[config.mk]
export PLATFORM = sky130hd
export DESIGN_NAME = nozzle_matrix_drv
export DESIGN_NICKNAME = d
export VERILOG_FILES = /design/src/rtl/nzd_pkg.sv /design/src/rtl/nzd_ctrl.sv /design/src/rtl/nzd_datapath.sv /design/src/rtl/nozzle_matrix_drv.sv
export SDC_FILE = /design/constraint.sdc
export NUM_CORES = 1
export LEC_CHECK = 0
export BUFFER_PORTS_ARGS = -buffer_cell sky130_fd_sc_hd__buf_2
export CORE_ASPECT_RATIO = 1.2
export CORE_MARGIN = 2
export CORE_UTILIZATION = 47
export DETAILED_ROUTE_END_ITERATION = 8
export SETUP_SLACK_MARGIN = 0.5
export SLEW_MARGIN = 5
export SYNTH_ARGS = -nofsm -noshare
export SYNTH_HDL_FRONTEND = slang
export SYNTH_HIERARCHICAL = 1
export SYNTH_SLANG_ARGS = --single-unit
[constraint.sdc]
create_clock -name clk -period 2.2 [get_ports clk]
set_input_delay 0.11 -clock clk [delete_from_list [all_inputs] [get_ports clk]]
set_output_delay 0.11 -clock clk [all_outputs]
set_load 0.005 [all_outputs]
[src/rtl/nzd_pkg.sv]
package nzd_pkg;

  typedef enum logic [1:0] {
    ST_IDLE,
    ST_FETCH,
    ST_PULSE,
    ST_DEAD
  } drvState_t;

  // Per-cycle commands from control to datapath
  typedef struct packed {
    logic rdEn;   // issue a buffer read this cycle
    logic comOn;  // drive the selected COM line next cycle
    logic segOn;  // drive the selected group's byte on SEG next cycle
  } drvStrobe_t;

endpackage

[src/rtl/nzd_ctrl.sv]
module nzd_ctrl
  import nzd_pkg::*;
#(
  parameter int CLK_DIV    = 6667,
  parameter int NUM_GRP    = 8,
  parameter int PULSE_CLKS = 60,
  parameter int DEAD_CLKS  = 20,
  localparam int GRP_W     = $clog2(NUM_GRP),
  localparam int PH_MAX    = (PULSE_CLKS > DEAD_CLKS) ? PULSE_CLKS : DEAD_CLKS,
  localparam int PH_W      = $clog2(PH_MAX),
  localparam int PC_W      = $clog2(CLK_DIV)
) (
  input  logic             clk,
  input  logic             rstN,
  input  logic             bufReady,
  output drvStrobe_t       strb,
  output logic [GRP_W-1:0] grpIdx,
  output logic             underrun
);

  localparam logic [PC_W-1:0]  PC_LAST    = PC_W'(CLK_DIV - 1);
  localparam logic [GRP_W-1:0] GRP_LAST   = GRP_W'(NUM_GRP - 1);
  localparam logic [PH_W-1:0]  PULSE_LAST = PH_W'(PULSE_CLKS - 1);
  localparam logic [PH_W-1:0]  DEAD_LAST  = PH_W'(DEAD_CLKS - 1);

  logic [PC_W-1:0]  periodCnt;
  logic [PH_W-1:0]  phaseCnt;
  logic [GRP_W-1:0] grpQ;
  drvState_t        stateQ;
  logic             startTick;

  assign startTick = (periodCnt == '0);

  // Column-rate divider
  always_ff @(posedge clk) begin
    if (!rstN) begin
      periodCnt <= '0;
    end else if (periodCnt == PC_LAST) begin
      periodCnt <= '0;
    end else begin
      periodCnt <= periodCnt + PC_W'(1);
    end
  end

  // Underrun flag, decided once per period
  always_ff @(posedge clk) begin
    if (!rstN) begin
      underrun <= 1'b0;
    end else if (startTick) begin
      underrun <= !bufReady;
    end
  end

  // Sequencer
  always_ff @(posedge clk) begin
    if (!rstN) begin
      stateQ   <= ST_IDLE;
      grpQ     <= '0;
      phaseCnt <= '0;
    end else begin
      unique case (stateQ)
        ST_IDLE: begin
          if (startTick && bufReady) begin
            stateQ <= ST_FETCH;
            grpQ   <= '0;
          end
        end
        ST_FETCH: begin
          if (grpQ == GRP_LAST) begin
            stateQ   <= ST_PULSE;
            grpQ     <= '0;
            phaseCnt <= '0;
          end else begin
            grpQ <= grpQ + GRP_W'(1);
          end
        end
        ST_PULSE: begin
          if (phaseCnt == PULSE_LAST) begin
            stateQ   <= ST_DEAD;
            phaseCnt <= '0;
          end else begin
            phaseCnt <= phaseCnt + PH_W'(1);
          end
        end
        ST_DEAD: begin
          if (phaseCnt == DEAD_LAST) begin
            phaseCnt <= '0;
            if (grpQ == GRP_LAST) begin
              stateQ <= ST_IDLE;
            end else begin
              stateQ <= ST_PULSE;
              grpQ   <= grpQ + GRP_W'(1);
            end
          end else begin
            phaseCnt <= phaseCnt + PH_W'(1);
          end
        end
        default: stateQ <= ST_IDLE;
      endcase
    end
  end

  always_comb begin
    strb.rdEn  = (stateQ == ST_FETCH);
    strb.comOn = (stateQ == ST_PULSE);
    strb.segOn = (stateQ == ST_PULSE) || ((stateQ == ST_DEAD) && (phaseCnt == '0));
  end

  assign grpIdx = grpQ;

  // a column can only begin while the sequencer is idle
  a_r1_start_in_idle: assert property (@(posedge clk) disable iff (!rstN)
    (startTick && bufReady) |-> (stateQ == ST_IDLE));

  // fetch index advances by one per read
  a_r2_fetch_walk: assert property (@(posedge clk) disable iff (!rstN)
    (stateQ == ST_FETCH && grpQ != GRP_LAST) |=>
      (stateQ == ST_FETCH && grpQ == $past(grpQ) + GRP_W'(1)));

  // every pulse is followed by a dead time
  a_r4_pulse_to_dead: assert property (@(posedge clk) disable iff (!rstN)
    (stateQ == ST_PULSE && phaseCnt == PULSE_LAST) |=>
      (stateQ == ST_DEAD && phaseCnt == '0));

endmodule

[src/rtl/nzd_datapath.sv]
module nzd_datapath
  import nzd_pkg::*;
#(
  parameter int NUM_GRP = 8,
  parameter int SEG_W   = 8,
  localparam int GRP_W  = $clog2(NUM_GRP)
) (
  input  logic               clk,
  input  logic               rstN,
  input  drvStrobe_t         strb,
  input  logic [GRP_W-1:0]   grpIdx,
  output logic               bufRdEn,
  output logic [GRP_W-1:0]   bufRdIdx,
  input  logic [SEG_W-1:0]   bufRdata,
  output logic [NUM_GRP-1:0] comQ,
  output logic [SEG_W-1:0]   segQ
);

  logic               capValid;
  logic [GRP_W-1:0]   capIdx;
  logic [SEG_W-1:0]   colBytes [NUM_GRP];
  logic [NUM_GRP-1:0] comNext;

  assign bufRdEn  = strb.rdEn;
  assign bufRdIdx = grpIdx;

  // Track which byte the buffer returns next cycle
  always_ff @(posedge clk) begin
    if (!rstN) begin
      capValid <= 1'b0;
      capIdx   <= '0;
    end else begin
      capValid <= strb.rdEn;
      capIdx   <= grpIdx;
    end
  end

  for (genvar g = 0; g < NUM_GRP; g++) begin : g_byte
    always_ff @(posedge clk) begin
      if (!rstN) begin
        colBytes[g] <= '0;
      end else if (capValid && capIdx == GRP_W'(g)) begin
        colBytes[g] <= bufRdata;
      end
    end
  end

  always_comb begin
    comNext = '0;
    if (strb.comOn) comNext[grpIdx] = 1'b1;
  end

  // Registered line drives
  always_ff @(posedge clk) begin
    if (!rstN) begin
      comQ <= '0;
      segQ <= '0;
    end else begin
      comQ <= comNext;
      segQ <= strb.segOn ? colBytes[grpIdx] : '0;
    end
  end

  // never two COM lines at once
  a_r9_single_com: assert property (@(posedge clk) disable iff (!rstN)
    $onehot0(comQ));

  // SEG may only move while COM was idle
  a_r6_seg_only_com_idle: assert property (@(posedge clk) disable iff (!rstN)
    !$stable(segQ) |-> ($past(comQ) == '0));

endmodule

[src/rtl/nozzle_matrix_drv.sv]
module nozzle_matrix_drv
  import nzd_pkg::*;
#(
  parameter int CLK_DIV    = 6667,
  parameter int NUM_GRP    = 8,
  parameter int SEG_W      = 8,
  parameter int PULSE_CLKS = 60,
  parameter int DEAD_CLKS  = 20,
  localparam int GRP_W     = $clog2(NUM_GRP)
) (
  input  logic               clk,
  input  logic               rstN,
  input  logic               bufReady,
  output logic               bufRdEn,
  output logic [GRP_W-1:0]   bufRdIdx,
  input  logic [SEG_W-1:0]   bufRdata,
  output logic [NUM_GRP-1:0] com,
  output logic [SEG_W-1:0]   seg,
  output logic               underrun
);

  drvStrobe_t       strb;
  logic [GRP_W-1:0] grpIdx;

  nzd_ctrl #(
    .CLK_DIV   (CLK_DIV),
    .NUM_GRP   (NUM_GRP),
    .PULSE_CLKS(PULSE_CLKS),
    .DEAD_CLKS (DEAD_CLKS)
  ) ctrl_i (
    .clk     (clk),
    .rstN    (rstN),
    .bufReady(bufReady),
    .strb    (strb),
    .grpIdx  (grpIdx),
    .underrun(underrun)
  );

  nzd_datapath #(
    .NUM_GRP(NUM_GRP),
    .SEG_W  (SEG_W)
  ) dp_i (
    .clk     (clk),
    .rstN    (rstN),
    .strb    (strb),
    .grpIdx  (grpIdx),
    .bufRdEn (bufRdEn),
    .bufRdIdx(bufRdIdx),
    .bufRdata(bufRdata),
    .comQ    (com),
    .segQ    (seg)
  );

  // no heater group fires during a skipped period
  a_r7_quiet_on_underrun: assert property (@(posedge clk) disable iff (!rstN)
    underrun |-> (com == '0));

endmodule

==> results of run 1 <==
per-stage QoR:
step,cell area [um^2],std cells,power (mW),setup slack [ps],hold slack (ps)
after global routing,5630,594,4.19,372,157
final,5630,594,4.03,406,159
after detailed placement,5280,574,2.57,370,464
after global placement,5280,574,2.56,431,456
after floorplan,4990,419,2.47,484,237
after CTS,5600,592,4.08,427,142
timing repair:
action / 4_1_cts / 5_1_grt
hold endpoints to repair: 0 / 0
cloned: 0 / 0
buffers inserted: 2 / 2
gates resized for setup: 7 / 3
setup endpoints to repair: 5 / 13
hold buffers: 0 / 0
pin swaps: 2 / 1
critical path, stage by stage (launching register included):
cell	delay, ps
dfxtp_4	350
ha_4	160
ha_4	150
or4b_4	480
o21a_4	230
a21oi_4	150
mux2i_1	190
cells in the final DEF (no fill, tap or decap), types with 9 or more instances in the layout:
master | Yosys | routed
edfxtp_1 | 64 | 64
and2_1 | 64 | 63
dfxtp_1 | 45 | 43
mux2i_1 | 34 | 34
buf_2 | 2 | 31
nor2_1 | 26 | 26
o22ai_1 | 17 | 17
buf_4 | 6 | 17
nand2_1 | 15 | 15
nand3_1 | 13 | 13
clkbuf_16 | 0 | 9
o21a_1 | 10 | 9
synthesized netlist by cell type (all sizes together) (3+ instances only):
master and count:
o21ai 9, xnor2 8, nor2 32, nand4 3, o22ai 17, nand3 15
nand3b 6, inv 8, a31oi 4, mux2i 34, a21oi 8, nand2 16
clkbuf 6, buf 13, nor2b 3, o21a 10, nand2b 5, nor4 5
edfxtp 64, ha 7, dfxtp 45, nor3 10, and2 69
per-layer routing:
metal	vias to the layer above	track usage, %
li1	1584	-
met1	1530	23.8
met2	68	35.4
met3	9	3.59
met4	0	7.78
met5	-	0
report_power, final:
| group | total, mW | leakage (nW) | internal [mW] | switching [mW] |
|---|---|---|---|---|
| logic | 0.291 | 0.898 | 0.116 | 0.175 |
| registers | 2.24 | 1.03 | 2.21 | 0.0309 |
| clock network | 1.50 | 0.136 | 0.809 | 0.691 |
state kept, by name, indices dropped and copies added (netlist names), 2 cells and up:
register,count
ctrl_i/grpIdx,3
ctrl_i/periodCnt,13
ctrl_i/phaseCnt,6
ctrl_i/stateQ,2
dp_i/capIdx,3
dp_i/colBytes,64
dp_i/comQ,8
dp_i/segQ,8
cell families (layout without fill, tap and decap cells):
| logic type | Yosys count | after routing | synth area share [%] |
|---|---|---|---|
| AO/OA/AOI/OAI | 59 | 59 | 7.84 |
| XOR/XNOR | 10 | 10 | 1.76 |
| adder cells (fa/ha/maj) | 7 | 7 | 1.76 |
| buffers and inverters | 28 | 74 | 3.40 |
| flip-flops | 109 | 109 | 56.9 |
| multiplexers | 34 | 34 | 6.86 |
| AND/OR/NAND/NOR | 172 | 172 | 21.5 |
worst paths after layout:
kind	cells after the start	slack, ps	startpoint	end
worst max-delay path	6	410	ctrl_i/grpIdx[1]	ctrl_i/grpIdx[1]
worst min-delay path	2	160	bufRdata[1]	dp_i/colBytes[7][1]
worst max register to register	6	410	ctrl_i/grpIdx[1]	ctrl_i/grpIdx[1]
worst min register to register	1	480	ctrl_i/periodCnt[0]	ctrl_i/periodCnt[0]
area by class of cell:
cell class | count | area, um^2 | area share [%]
Sequential cell | 109 | 2830 | 50.3
Multi-Input combinational cell | 282 | 2030 | 36.2
Inverter | 9 | 33.8 | 0.601
Timing Repair Buffer | 49 | 294 | 5.23
Clock buffer | 12 | 250 | 4.45
Clock inverter | 4 | 23.8 | 0.423
Tap cell | 129 | 161 | 2.87
==> run_results.csv, run 1 <==
group,metric,value,unit
detailed_routing,vias_per_cell,5.37,
logic_synthesis,yosys_warnings,6,
job,maxCapViolations,0,
final_layout,nNetsFinal,478,
grt,first_global_vias,3168,
logic_synthesis,yosysSeqAreaShare,56.9,%
die,dieArea,0.0114,mm^2
clocking,worstSkewPairLatency,340,ps
worst_setup_path,worstSetupPathType,"flop to flop",
sta,drv_slew,0,
grt,overflow,0,
logic_synthesis,syn_avg_cell_area,11.8,um^2
detailed_routing,dr_wl_met3,323,um
worst_setup_path,cp.required,2470,ps
sta,rsz0062_at_grt,"yes",
final_layout,fin_util,54.0,%
worst_hold_path,hold_class,"primary input to flop",
detailed_routing,wl_per_cell,18.1,um
worst_setup_path,crit_arrival,2060,ps
worst_setup_path,endpoint_kind,"flop",
detailed_routing,dr_wl_met2,5490,um
die,core-area,0.0104,mm^2
clocking,clk_path_buf_depth,2,
logic_synthesis,syn_nets,437,
logic_synthesis,synth.cell_area,0.00496,mm^2
die,num_rows,41,
die,die_x,97.8,um
detailed_routing,vias,3191,
grt,grtUsageTotal,19.8,%
power_and_ir_drop,ir_drop,0.389,mV
sta,tightestPinTransition,494,ps
logic_synthesis,ys_ff_latch,109,
clocking,cts_root_buf,"clkbuf_16",
place,dp.final_hpwl,7410,um
worst_setup_path,start_kind,"flop",
detailed_routing,m1WireLength,4710,um
detailed_routing,highest_layer,"met4",
outcome,status,"finished clean",
logic_synthesis,synth-edff-count,64,
clocking,cts_sinks,109,
logic_synthesis,ys_types,56,
detailed_routing,drtIter0Drc,143,
die,initial_utilization,47.7,%
grt,grt_max_degree,39,
detailed_routing,post-route-drc-count,0,
sta,fmax,0.557,GHz
sta,fin_skew,6.81,ps
power_and_ir_drop,p_leak,2.06,nW
grt,antenna_found_initial,0,
place,port_buffers,31,
sta,max_slew_margin,67.1,%
sta,setup_tns,0,ps
final_layout,area_growth_syn_to_layout,13.3,%
logic_synthesis,synthArstFlopShare,0,%
sta,period_needed,1790,ps
clocking,htree_levels,3,
grt,grt_first_pass_wirelength,16900,um
detailed_routing,ant_nets,0,
sta,setup_viol,0,
detailed_routing,postRouteWirelength,10800,um
die,num_io_pins,32,
sta,min_period_over_period,81.6,%
sta,finalHoldViolCount,0,
final_layout,n_antenna_cell,0,
die,chipHeight,117,um
worst_setup_path,crit_fanout,4,
logic_synthesis,netlist.area_leader.share,38.7,%
detailed_routing,firstDrtPassIters,4,
final_layout,num-fill-cells,945,
final_layout,drive_gt1_share,21.3,%
clocking,cts_made_buffers,9,
power_and_ir_drop,p_per_area,717,mW/mm^2
clocking,cts_tree,"yes",
clocking,clkSlewWorstSetupHoldPaths,70,ps
logic_synthesis,synthCells,419,
logic_synthesis,netlist_top_cells_area,"edfxtp_1, dfxtp_1, and2_1",
place,gp_congestion,0.775,
logic_synthesis,ys.flop_type,"edfxtp_1",
logic_synthesis,synth_largest_area_cell,"edfxtp_1",
Power figures use the tool's default switching activity.
==> run 2, diff against run 1 <==
--- a/config.mk
+++ b/config.mk
@@ -10,6 +10,7 @@
 export CORE_MARGIN = 2
 export CORE_UTILIZATION = 47
 export DETAILED_ROUTE_END_ITERATION = 8
+export PLACE_DENSITY = 0.67
 export SETUP_SLACK_MARGIN = 0.5
 export SLEW_MARGIN = 5
 export SYNTH_ARGS = -nofsm -noshare
==> constraint.sdc (replaced) <==
create_clock -name clk -period 1.46 [get_ports clk]
set_input_delay 0.073 -clock clk [delete_from_list [all_inputs] [get_ports clk]]
set_output_delay 0.073 -clock clk [all_outputs]
set_load 0.005 [all_outputs]
==> run 2 against run 1 <==
Compared with the run above:
- the flow now finishes with violations (negative setup slack)
- cell count increased by 12%
- power rose by 61%
- sequential share of layout area decreased by 9.6 points
- via count grew 12%
- register-to-register slack got worse by 770 ps
- combinational power up 130%
- clock power grew 63%
- final area is 25% higher
- critical endpoint unchanged
- highest routed layer unchanged
==> run_results.csv, run 2 (synthesized netlist as in run 1, its figures left out) <==
group,metric,value,unit
outcome,status,"finished, violations left",
outcome,violations,"negative setup slack",
worst_setup_path,crit_fanout,4,
clocking,htree_levels,3,
detailed_routing,wl_per_cell,18.1,um
worst_hold_path,hold_class,"primary input to flop",
die,num_io_pins,32,
grt,grtUsageTotal,21.5,%
worst_setup_path,start_kind,"flop",
final_layout,largest_registers,"dp_i/colBytes x64, ctrl_i/periodCnt x13",
worst_hold_path,hold_path_end,"ctrl_i/underrun",
place,dpl_cell_area,0.00585,mm^2
clocking,cts_sinks,109,
die,initial_utilization,47.7,%
power_and_ir_drop,power,6.48,mW
final_layout,area_growth_syn_to_layout,42.2,%
worst_setup_path,endpoint_kind,"flop",
die,chipHeight,117,um
grt,antenna_found_initial,0,
sta,fin_ws,-359,ps
worst_setup_path,crit_top_cell,"ha_4",
detailed_routing,postRouteWirelength,12000,um
sta,fmax,0.550,GHz
detailed_routing,vias_per_cell,5.38,
sta,hold_slack,91.5,ps
place,port_buffers,31,
sta,min_period_over_period,125,%
grt,first_global_vias,3725,
sta,setup_viol,17,
worst_setup_path,cpPeakStageDelay,480,ps
clocking,clkSlewWorstSetupHoldPaths,70,ps
worst_setup_path,r2r-end,"ctrl_i/grpIdx[1]",
place,dpl_worst_slack,-310,ps
final_layout,finalInstanceArea,0.00706,mm^2
final_layout,regMostFlops,"dp_i/colBytes",
worst_setup_path,reg2reg_depth,6,
job,maxCapViolations,0,
worst_hold_path,worstHoldStart,"rstN",
worst_setup_path,cp.required,1720,ps
final_layout,layout_commonest_cell,"edfxtp_1",
power_and_ir_drop,ir_drop,0.619,mV
sta,period_needed,1820,ps
detailed_routing,post-route-drc-count,0,
sta,finalHoldViolCount,0,
final_layout,n_antenna_cell,0,
die,dieArea,0.0114,mm^2
clocking,clk_path_buf_depth,2,
place,dp.final_hpwl,7580,um
place,gp_congestion,0.789,
worst_hold_path,worstHoldPathCells,3,
die,num_rows,41,
detailed_routing,firstDrtPassIters,4,
clocking,worstSkewPairLatency,350,ps
grt,grt_max_degree,39,
grt,grt_first_pass_wirelength,18700,um
detailed_routing,drtIter0Drc,127,
power_and_ir_drop,p_leak,2.67,nW
final_layout,drive_gt1_share,51.5,%
worst_setup_path,crit_arrival,2080,ps
sta,fin_skew,6.36,ps
die,core-area,0.0104,mm^2
final_layout,final_cell_mix,"edfxtp_1, buf_4, and2_4, mux2i_1, buf_2",
worst_setup_path,reg2reg_from,"ctrl_i/grpIdx[0]",
final_layout,fin_util,67.8,%
final_layout,nNetsFinal,547,
worst_setup_path,worstSetupPathType,"flop to flop",
die,die_x,97.8,um
clocking,ctsHoldBuffers,0,
sta,max_slew_margin,57.0,%
worst_setup_path,regToRegSetupSlack,-360,ps
final_layout,largest_reg_flops,64,
sta,drv_slew,0,
worst_setup_path,crit_chain,"ha_4, ha_4, or4b_4, o21a_4, a21oi_4, mux2i_1",
grt,overflow,0,
sta,tightestPinTransition,645,ps
clocking,cts_root_buf,"clkbuf_16",
clocking,cts_tree,"yes",
worst_setup_path,crit_path_top_delay_cell,"or4b_4",
sta,rsz0062_at_grt,"yes",
power_and_ir_drop,p_per_area,918,mW/mm^2
detailed_routing,vias,3567,
detailed_routing,ant_nets,0,
clocking,cts_made_buffers,9,
## run 2: through the flow
step	cells	TNS (ps)
final	663	-2310
after global routing	663	-4200
after CTS	655	-2190
after detailed placement	605	-2010
after global placement	605	-1640
after floorplan	419	-706
## run 2: final cells by class
type	instances	area, um^2
clock buffer	14	295
clock inverter	2	11.3
fill	745	3350
inverter	9	33.8
multi-input combinational	282	2570
sequential	109	2870
tap	129	161
timing repair buffer	118	1110
## run 2: worst max-delay path: cells and delay by family (launching register included)
kind	cells	cell delay, ps
AO/OA/AOI/OAI	2	390
adder cells (fa/ha/maj)	2	310
flip-flops	1	340
multiplexers	1	220
AND/OR/NAND/NOR	1	480
## run 2: what timing repair did
item	CTS	global route
resized for setup	47	80
setup buffers	33	8
gates cloned	1	0
setup endpoints to repair	176	175
pin swaps	42	33
## run 2: worst max-delay path by stage
stage,from,endpoint,slack (ps),cells past startpoint
4_1_cts,ctrl_i/grpIdx[0],ctrl_i/grpIdx[1],-310,6
3_3_place_gp,ctrl_i/grpIdx[0],ctrl_i/grpIdx[1],-260,6
6_report,ctrl_i/grpIdx[0],ctrl_i/grpIdx[1],-360,6
2_1_floorplan,ctrl_i/grpIdx[1],ctrl_i/grpIdx[1],-260,6
3_5_place_dp,ctrl_i/grpIdx[0],ctrl_i/grpIdx[1],-310,6
5_1_grt,ctrl_i/grpIdx[0],ctrl_i/grpIdx[1],-410,6
## run 2: report_power, final
group | internal (mW) | total, mW | switching, mW
logic | 0.328 | 0.663 | 0.336
clock network | 1.40 | 2.45 | 1.05
registers | 3.32 | 3.37 | 0.0482
total | 5.05 | 6.48 | 1.43
## run 2: routing by layer
| layer | track usage, % | part of all wire (%) | vias up |
|---|---|---|---|
| li1 | - | - | 1724 |
| met1 | 23.3 | 38 | 1760 |
| met2 | 40.5 | 56 | 60 |
| met3 | 3.47 | 2.2 | 23 |
| met4 | 11.4 | 3.2 | 0 |
| met5 | 0 | 0 | - |
